==> config.mk <==
export PLATFORM = sky130hd
export DESIGN_NAME = spi_port_ctrl
export DESIGN_NICKNAME = d
export VERILOG_FILES = /design/src/rtl/spi_port_pkg.sv /design/src/rtl/spi_port_sync.sv /design/src/rtl/spi_port_sckgen.sv /design/src/rtl/spi_port_shift.sv /design/src/rtl/spi_port_ctrl.sv
export SDC_FILE = /design/constraint.sdc
export NUM_CORES = 1
export LEC_CHECK = 0
export ABC_AREA = 1
export BUFFER_PORTS_ARGS = -buffer_cell sky130_fd_sc_hd__clkbuf_2
export CAP_MARGIN = 20
export CELL_PAD_IN_SITES_DETAIL_PLACEMENT = 1
export CELL_PAD_IN_SITES_GLOBAL_PLACEMENT = 1
export CORE_ASPECT_RATIO = 1.5
export CORE_MARGIN = 2
export CORE_UTILIZATION = 44
export CTS_CLUSTER_DIAMETER = 40
export CTS_CLUSTER_SIZE = 12
export DETAILED_ROUTE_END_ITERATION = 8
export PLACE_DENSITY = 0.82
export SYNTH_ARGS = -nofsm -noshare
export SYNTH_HDL_FRONTEND = slang
export SYNTH_SLANG_ARGS = --single-unit
export TNS_END_PERCENT = 100
==> constraint.sdc <==
create_clock -name clk -period 4.8 [get_ports clk]
set_input_delay 1.44 -clock clk [delete_from_list [all_inputs] [get_ports clk]]
set_output_delay 1.44 -clock clk [all_outputs]
set_load 0.05 [all_outputs]
==> src/rtl/spi_port_pkg.sv <==
package spi_port_pkg;

   localparam logic [1:0] ADDR_CTRL = 2'd0;
   localparam logic [1:0] ADDR_STAT = 2'd1;
   localparam logic [1:0] ADDR_DATA = 2'd2;

   localparam int CTRL_EN  = 0;
   localparam int CTRL_MST = 1;
   localparam int CTRL_DIV = 2;

   localparam int PIN_MOSI = 0;
   localparam int PIN_MISO = 1;
   localparam int PIN_SCK  = 2;
   localparam int PIN_SS   = 3;

   localparam int HALF_W = 7;

   // system clocks per SCK half period for each divider select
   function automatic logic [HALF_W-1:0] half_period(input logic [1:0] sel);
      logic [HALF_W-1:0] h;
      if (sel == 2'd3) h = 7'd64;
      else             h = 7'd2 << (2 * sel);
      return h;
   endfunction

endpackage

==> src/rtl/spi_port_sync.sv <==
module spi_port_sync #(
   parameter int                WIDTH   = 2,
   parameter int                STAGES  = 2,
   parameter logic [WIDTH-1:0]  RST_VAL = '0
) (
   input  logic             clk,
   input  logic             rst_n,
   input  logic [WIDTH-1:0] d,
   output logic [WIDTH-1:0] q
);

   logic [WIDTH-1:0] stg [STAGES];

   generate
      for (genvar s = 0; s < STAGES; s++) begin : g_stage
         if (s == 0) begin : g_first
            always_ff @(posedge clk or negedge rst_n) begin
               if (!rst_n) stg[0] <= RST_VAL;
               else        stg[0] <= d;
            end
         end else begin : g_next
            always_ff @(posedge clk or negedge rst_n) begin
               if (!rst_n) stg[s] <= RST_VAL;
               else        stg[s] <= stg[s-1];
            end
         end
      end
   endgenerate

   assign q = stg[STAGES-1];

endmodule

==> src/rtl/spi_port_sckgen.sv <==
module spi_port_sckgen
   import spi_port_pkg::*;
(
   input  logic       clk,
   input  logic       rst_n,
   input  logic       run,
   input  logic [1:0] div_sel,
   output logic       sck,
   output logic       rise_p,
   output logic       fall_p
);

   logic [HALF_W-1:0] ctr;
   logic [HALF_W-1:0] half;
   logic              term;

   assign half   = half_period(div_sel);
   assign term   = run && (ctr == half - 1'b1);
   assign rise_p = term && !sck;
   assign fall_p = term &&  sck;

   always_ff @(posedge clk or negedge rst_n) begin
      if (!rst_n) begin
         ctr <= '0;
         sck <= 1'b0;
      end else if (!run) begin
         ctr <= '0;
         sck <= 1'b0;
      end else if (term) begin
         ctr <= '0;
         sck <= ~sck;
      end else begin
         ctr <= ctr + 1'b1;
      end
   end

   // once the transfer is no longer running, SCK is parked low
   a_r2_sck_parks_low: assert property (@(posedge clk) disable iff (!rst_n)
      !run |=> !sck);

endmodule

==> src/rtl/spi_port_shift.sv <==
module spi_port_shift #(
   parameter int DATA_W = 8
) (
   input  logic              clk,
   input  logic              rst_n,
   input  logic              load,
   input  logic [DATA_W-1:0] load_val,
   input  logic              clear,
   input  logic              rise,
   input  logic              fall,
   input  logic              sdi,
   output logic              sdo,
   output logic              done,
   output logic              cnt_zero,
   output logic [DATA_W-1:0] rx_word
);

   localparam int CNT_W = $clog2(DATA_W);
   localparam logic [CNT_W-1:0] LAST = CNT_W'(DATA_W - 1);

   logic [DATA_W-1:0] shreg;
   logic [CNT_W-1:0]  cnt;
   logic              samp;

   assign sdo      = shreg[DATA_W-1];
   assign cnt_zero = (cnt == '0);
   assign rx_word  = {shreg[DATA_W-2:0], samp};
   assign done     = fall && !clear && !load && (cnt == LAST);

   always_ff @(posedge clk or negedge rst_n) begin
      if (!rst_n) begin
         shreg <= '0;
         cnt   <= '0;
         samp  <= 1'b0;
      end else if (load) begin
         shreg <= load_val;
         cnt   <= '0;
         samp  <= 1'b0;
      end else if (clear) begin
         cnt   <= '0;
         samp  <= 1'b0;
      end else begin
         if (rise) samp <= sdi;
         if (fall) begin
            shreg <= rx_word;
            cnt   <= (cnt == LAST) ? '0 : cnt + 1'b1;
         end
      end
   end

   // a completed byte leaves the bit counter back at the start
   a_r7_count_restarts: assert property (@(posedge clk) disable iff (!rst_n)
      done |=> cnt_zero);

endmodule

==> src/rtl/spi_port_ctrl.sv <==
module spi_port_ctrl
   import spi_port_pkg::*;
#(
   parameter int DATA_W      = 8,
   parameter int SYNC_STAGES = 2
) (
   input  logic              clk,
   input  logic              rst_n,
   input  logic              bus_wr,
   input  logic              bus_rd,
   input  logic [1:0]        bus_addr,
   input  logic [DATA_W-1:0] bus_wdata,
   output logic [DATA_W-1:0] bus_rdata,
   output logic              irq,
   input  logic              ss_is_output,
   input  logic              sck_in,
   output logic              sck_out,
   input  logic              mosi_in,
   output logic              mosi_out,
   input  logic              miso_in,
   output logic              miso_out,
   output logic              miso_oe,
   input  logic              ss_in,
   output logic [3:0]        pin_force
);

   localparam int FLAG_BIT = DATA_W - 1;

   generate
      if (DATA_W < 5) begin : g_bad_width
         $error("spi_port_ctrl: DATA_W must be at least 5");
      end
      if (SYNC_STAGES < 2) begin : g_bad_sync
         $error("spi_port_ctrl: SYNC_STAGES must be at least 2");
      end
   endgenerate

   logic              en, master, flag, busy;
   logic [1:0]        div_sel;
   logic [DATA_W-1:0] rxbuf;

   logic ss_s, sck_s, sck_prev;
   logic rise_m, fall_m, rise_s, fall_s;
   logic slave_act, fault, done, cnt_zero, sdo;
   logic wr_ctrl, wr_stat, wr_data, rd_data;
   logic load, start, abort;
   logic [DATA_W-1:0] rx_word;

   spi_port_sync #(.WIDTH(2), .STAGES(SYNC_STAGES), .RST_VAL(2'b10)) u_sync (
      .clk(clk), .rst_n(rst_n), .d({ss_in, sck_in}), .q({ss_s, sck_s}));

   spi_port_sckgen u_sckgen (
      .clk(clk), .rst_n(rst_n), .run(busy), .div_sel(div_sel),
      .sck(sck_out), .rise_p(rise_m), .fall_p(fall_m));

   assign wr_ctrl = bus_wr && (bus_addr == ADDR_CTRL);
   assign wr_stat = bus_wr && (bus_addr == ADDR_STAT);
   assign wr_data = bus_wr && (bus_addr == ADDR_DATA);
   assign rd_data = bus_rd && (bus_addr == ADDR_DATA);

   assign slave_act = en && !master && !ss_s;
   assign fault     = en && master && !ss_is_output && !ss_s;
   assign rise_s    = slave_act &&  sck_s && !sck_prev;
   assign fall_s    = slave_act && !sck_s &&  sck_prev;

   assign load  = wr_data && (master ? !busy : (ss_s || cnt_zero));
   assign start = load && master && en;
   assign abort = !en || fault || (!master && ss_s);

   spi_port_shift #(.DATA_W(DATA_W)) u_shift (
      .clk(clk), .rst_n(rst_n),
      .load(load), .load_val(bus_wdata), .clear(abort),
      .rise(master ? rise_m : rise_s),
      .fall(master ? fall_m : fall_s),
      .sdi(master ? miso_in : mosi_in),
      .sdo(sdo), .done(done), .cnt_zero(cnt_zero), .rx_word(rx_word));

   always_ff @(posedge clk or negedge rst_n) begin
      if (!rst_n) begin
         en       <= 1'b0;
         master   <= 1'b0;
         div_sel  <= 2'd0;
         flag     <= 1'b0;
         busy     <= 1'b0;
         rxbuf    <= '0;
         sck_prev <= 1'b0;
      end else begin
         sck_prev <= sck_s;
         if (wr_ctrl) begin
            en      <= bus_wdata[CTRL_EN];
            master  <= bus_wdata[CTRL_MST];
            div_sel <= bus_wdata[CTRL_DIV +: 2];
         end
         if (fault) master <= 1'b0;

         if (!en || !master || fault || done) busy <= 1'b0;
         else if (start)                        busy <= 1'b1;

         if (done) rxbuf <= rx_word;

         if (done || fault)                          flag <= 1'b1;
         else if (rd_data || (wr_stat && bus_wdata[FLAG_BIT])) flag <= 1'b0;
      end
   end

   always_comb begin
      bus_rdata = '0;
      case (bus_addr)
         ADDR_CTRL: begin
            bus_rdata[CTRL_EN]       = en;
            bus_rdata[CTRL_MST]      = master;
            bus_rdata[CTRL_DIV +: 2] = div_sel;
         end
         ADDR_STAT: bus_rdata[FLAG_BIT] = flag;
         ADDR_DATA: bus_rdata = rxbuf;
         default:   bus_rdata = '0;
      endcase
   end

   always_comb begin
      pin_force = 4'b0000;
      if (en) begin
         if (master) pin_force[PIN_MISO] = 1'b1;
         else begin
            pin_force[PIN_MOSI] = 1'b1;
            pin_force[PIN_SCK]  = 1'b1;
            pin_force[PIN_SS]   = 1'b1;
         end
      end
   end

   assign irq      = flag;
   assign mosi_out = sdo;
   assign miso_out = sdo;
   assign miso_oe  = slave_act;

   // a finished byte always leaves the flag raised
   a_r2_done_raises_flag: assert property (@(posedge clk) disable iff (!rst_n)
      done |=> flag);

   // a mode fault demotes the port to slave and stops the transfer
   a_r5_fault_demotes: assert property (@(posedge clk) disable iff (!rst_n)
      fault |=> (!master && flag && !busy));

   // the receive buffer only changes on a completed byte
   a_r3_rx_only_on_done: assert property (@(posedge clk) disable iff (!rst_n)
      !done |=> $stable(rxbuf));

   // releasing SS in slave mode never touches the receive buffer
   a_r8_release_keeps_rx: assert property (@(posedge clk) disable iff (!rst_n)
      (!master && $rose(ss_s)) |=> $stable(rxbuf));

endmodule

==> results.txt <==
The run finished with clean final reports. The count of cells along the worst register-to-register path came out at 11. The post-synthesis to final-layout area growth came out at 13.4%.

The leakage power is 0.00139 µW. Setup repair after global routing left no endpoint under its margin. The area share of the largest cell type after synthesis came out at 0.422. The total number of cells along the worst setup path came out at 6. Summing all multi-input logic gate instances after layout gives 985 µm². The maximum number of pins on one net before global-route repair is 40.

The worst-case vdd ir drop came out at 0.169 mV. The worst setup path is of the in2out kind. The internal power of the cells totals 561 µW.

The sequential group share of total power came out at 0.458. The number of failing hold endpoints at the final stage was 0. The cell area power density came out at 353 nW/µm². The worst path needs 3.98 ns of the cycle, external delays included. The synthesized netlist occupies a cell area of 2190 µm². Traced cell by cell, the critical path runs through clkbuf_2 > inv_1 > ha_1 > nand2_1 > a21boi_0 > clkbuf_2. The share of total power dissipated in combinational logic is 0.265. The final layout contains 341 nets.

The clock share of power came out at 0.276. The number of slew-limit violations in the final report is 0. The final worst slack came out at 0.823 ns. The CTS H-tree depth is 2. The total routing resource utilization after global routing is 0.235. The buffer and inverter count on the worst path came out at 3.

Synthesis produced a netlist with a net count of 307. The net switching power is 316 µW. The Yosys warning count came out at 0. The fraction of the cycle the final worst path needs is 0.829. 36 I/O pins were placed. The fraction of layout instances using a drive strength above 1 came out at 0.203.

Dividing the detail-routed via count by the number of cells gives 5.08. The number of fill cells came out at 644. At the worst endpoint, the required time is 3.36 ns. The gate count after technology mapping is 280.

The remaining global-route overflow is 0. The root buffer cell chosen for the clock tree is sky130_fd_sc_hd__clkbuf_8. The global placement routability congestion came out at 0.799.

The number of vias in the routed layout is 1936. The total area inside the core boundary comes to 4810 µm². The worst-skew pair later-pin latency is 0.29 ns. The clock net in this run drives a total of 39 sinks.

By area the synthesized netlist is led by sky130_fd_sc_hd__dfrtp_1, sky130_fd_sc_hd__nand2_1, sky130_fd_sc_hd__inv_1, sky130_fd_sc_hd__ha_1, sky130_fd_sc_hd__nand3_1. The number of buffers created by CTS came out at 5. The count of hold buffers inserted by post-cts repair came out at 0. The destination of the critical timing path is bus_rdata[7]. The number of resized instances in the post-cts repair step is 0.

The setup check on the worst reg-to-reg path leaves a slack of 2.78 ns. The class of the tightest hold or removal check is reg2reg. The worst hold path begins at u_sync.stg[3]. The relative slew slack is 0.733. For this block, the initial DRC count from the detailed router was 94.

The number of failing setup endpoints in the final timing report is 0. Overall power consumption after layout is estimated at 877 µW. The horizontal die dimension is 61.6 µm. The worst hold margin is 0.357 ns. In this run the worst path has a maximum fanout of 10. The sum of negative setup slack came out at 0 ns.

Summed over all nets, the half-perimeter wirelength after detailed placement is 4430 µm. The cell taking the most area after synthesis is sky130_fd_sc_hd__dfrtp_1. The total detailed-routing wirelength is 5810 µm.

The count of different cell masters after synthesis came out at 28. In this run the critical register-to-register path is captured at rxbuf[2]. The floorplan step set the die height to 90.4 µm. The sequential cell area in the final layout came out at 978 µm². The antenna diode count is 0. For the pin with the worst max-slew slack, the measured transition is 0.400 ns. The area of the die is 5570 µm². The CTS tree is yes. The count of TritonRoute iterations in the first routing pass is 4. Buffers added to address setup during post-CTS repair amount to 0. The delay of the slowest cell on the worst path came out at 0.37 ns. The slowest stage of the critical path belongs to the cell sky130_fd_sc_hd__ha_1. The wire length per cell is 15.3 µm. The final clock skew came out at 0.00554 ns.

The detail route stage leaves a number of antenna-violating nets equal to 0. The net switching share of the total power is 0.360. The initial antenna violation count came out at 0. Across the run, the number of max-cap violations was 0. A synthesized cell averages 7.83 µm². Clock-pin slew was measured on the worst setup and hold paths at 0.07 ns. The port buffer count is 35. Data on the critical path arrives at its endpoint at 2.54 ns. The startpoint of the worst setup timing path is bus_addr[0]. The post-place setup slack came out at 0.810 ns. The worst setup path is captured at a primary output. Of the synthesized area, sequential elements account for 0.446. The cell repeated most along the worst path is sky130_fd_sc_hd__clkbuf_2. The family of cells with the greatest summed delay on the critical path is buffers and inverters.

The maximum clock frequency came out at 251 MHz. The maximum clock insertion buffer count is 2. The effective utilization at floorplan came out at 0.456. The wire length of the first global-routing pass is 9690 µm. The type of element launching the critical path is an input pin. The via count of the first global-routing pass came out at 2091. The number of synthesized register bits is 39.

The floorplan has 31 rows. The worst register-to-register path begins at div_sel[1]. For this run, design rule violations remaining after detail routing come to 0.
==> sequential cells by signal (all words and copies together), names as in the netlist <==
signal / cells
u_sckgen.ctr: 7
busy: 1
en: 1
rxbuf: 8
u_sckgen.sck: 1
div_sel: 2
u_shift.samp: 1
sck_prev: 1
irq: 1
u_shift.shreg: 8
u_sync.stg: 2
u_shift.cnt: 3
master: 1
u_sync.q: 2
==> power groups by stage <==
stage                     Clock [µW]  Combinational [µW]  Sequential, µW
final                            242                 233             402
after global routing             264                 260             409
after CTS                        251                 234             402
after detailed placement           0                 232             408
after global placement             0                 225             406
after floorplan                    0                 176             410
==> final cells by class <==
cell class | instances | area share
clock buffer | 8 | 0.0403
multi-input combinational | 194 | 0.396
sequential | 39 | 0.394
tap | 66 | 0.0332
timing repair buffer | 36 | 0.0785
inverter | 38 | 0.0584
==> metrics by stage <==
| stage | cells | util | cell area, µm² |
|---|---|---|---|
| final | 381 | 0.517 | 2490 |
| after global routing | 381 | 0.517 | 2490 |
| after CTS | 380 | 0.513 | 2470 |
| after detailed placement | 372 | 0.492 | 2370 |
| after global placement | 372 | 0.492 | 2370 |
| after floorplan | 280 | - | 2190 |
==> cell usage in the layout, fill, tap and decap left out, types with 4 or more instances in the layout <==
cell type	netlist	layout
sky130_fd_sc_hd__nand2_1	96	96
sky130_fd_sc_hd__nand2_2	5	5
sky130_fd_sc_hd__nand2_4	4	4
sky130_fd_sc_hd__nand4_1	11	11
sky130_fd_sc_hd__inv_1	34	34
sky130_fd_sc_hd__nor2_1	20	20
sky130_fd_sc_hd__o21ai_0	13	13
sky130_fd_sc_hd__clkbuf_8	0	7
sky130_fd_sc_hd__clkbuf_2	0	35
sky130_fd_sc_hd__dfrtp_1	37	37
sky130_fd_sc_hd__nand3_1	20	20
sky130_fd_sc_hd__ha_1	8	8
==> synth_stat cells <==
cell	count
sky130_fd_sc_hd__buf_4	3
sky130_fd_sc_hd__nand3_1	20
sky130_fd_sc_hd__and3_4	1
sky130_fd_sc_hd__o211ai_1	1
sky130_fd_sc_hd__nand3_2	2
sky130_fd_sc_hd__nand3_4	1
sky130_fd_sc_hd__dfstp_2	2
sky130_fd_sc_hd__buf_6	5
sky130_fd_sc_hd__nand4_1	11
sky130_fd_sc_hd__nor2_1	20
sky130_fd_sc_hd__nand2_4	4
sky130_fd_sc_hd__ha_1	8
sky130_fd_sc_hd__dfrtp_1	37
sky130_fd_sc_hd__xor2_1	2
sky130_fd_sc_hd__buf_2	1
sky130_fd_sc_hd__inv_1	34
sky130_fd_sc_hd__nand2_1	96
sky130_fd_sc_hd__nor2_2	1
sky130_fd_sc_hd__nor3_1	2
sky130_fd_sc_hd__o21ai_0	13
sky130_fd_sc_hd__o21ai_1	1
sky130_fd_sc_hd__inv_4	1
sky130_fd_sc_hd__a21boi_2	1
sky130_fd_sc_hd__nand2_2	5
sky130_fd_sc_hd__a21boi_0	1
sky130_fd_sc_hd__inv_2	3
sky130_fd_sc_hd__a21oi_1	3
sky130_fd_sc_hd__mux2i_1	1
==> per-layer routing <==
layer | routed length (µm) | global-route usage | share of wire
met5 | 0 | 0 | 0
met4 | 171 | 0.0922 | 0.029
met3 | 140 | 0.0415 | 0.024
met2 | 3300 | 0.422 | 0.57
met1 | 2200 | 0.256 | 0.38
==> worst register-to-register path, cell delays in order, from the launching register on <==
cell and delay [ns]:
sky130_fd_sc_hd__dfrtp_1 0.45, sky130_fd_sc_hd__inv_2 0.10, sky130_fd_sc_hd__nand2_2 0.06, sky130_fd_sc_hd__ha_1 0.31, sky130_fd_sc_hd__nand2_1 0.08, sky130_fd_sc_hd__nand3_1 0.11, sky130_fd_sc_hd__nor2_1 0.15, sky130_fd_sc_hd__nand3_2 0.15
sky130_fd_sc_hd__nand2_4 0.18, sky130_fd_sc_hd__nand3_4 0.15, sky130_fd_sc_hd__nand2_1 0.12, sky130_fd_sc_hd__nand2_1 0.06
==> logic make-up after synthesis <==
group,after synthesis,synth area share
AOI/OAI and AO/OA,20,0.0508
and+or+nand+nor,163,0.340
buffers and inverters,47,0.104
muxes,1,0.00457
xor gates and xnor gates,2,0.00799
adders and majority gates,8,0.0457
DFF,39,0.446
==> worst min-delay path by stage <==
stage	endpoint	slack [ns]	depth (start not counted)
5_1_grt	u_sync.q[1]	0.37	0
2_1_floorplan	u_sync.q[0]	0.33	0
4_1_cts	u_sync.q[1]	0.36	0
6_report	u_sync.q[1]	0.36	0
3_3_place_gp	u_sync.q[0]	0.34	0
3_5_place_dp	u_sync.q[0]	0.34	0
Note: power is estimated with default switching activity, not from simulation.
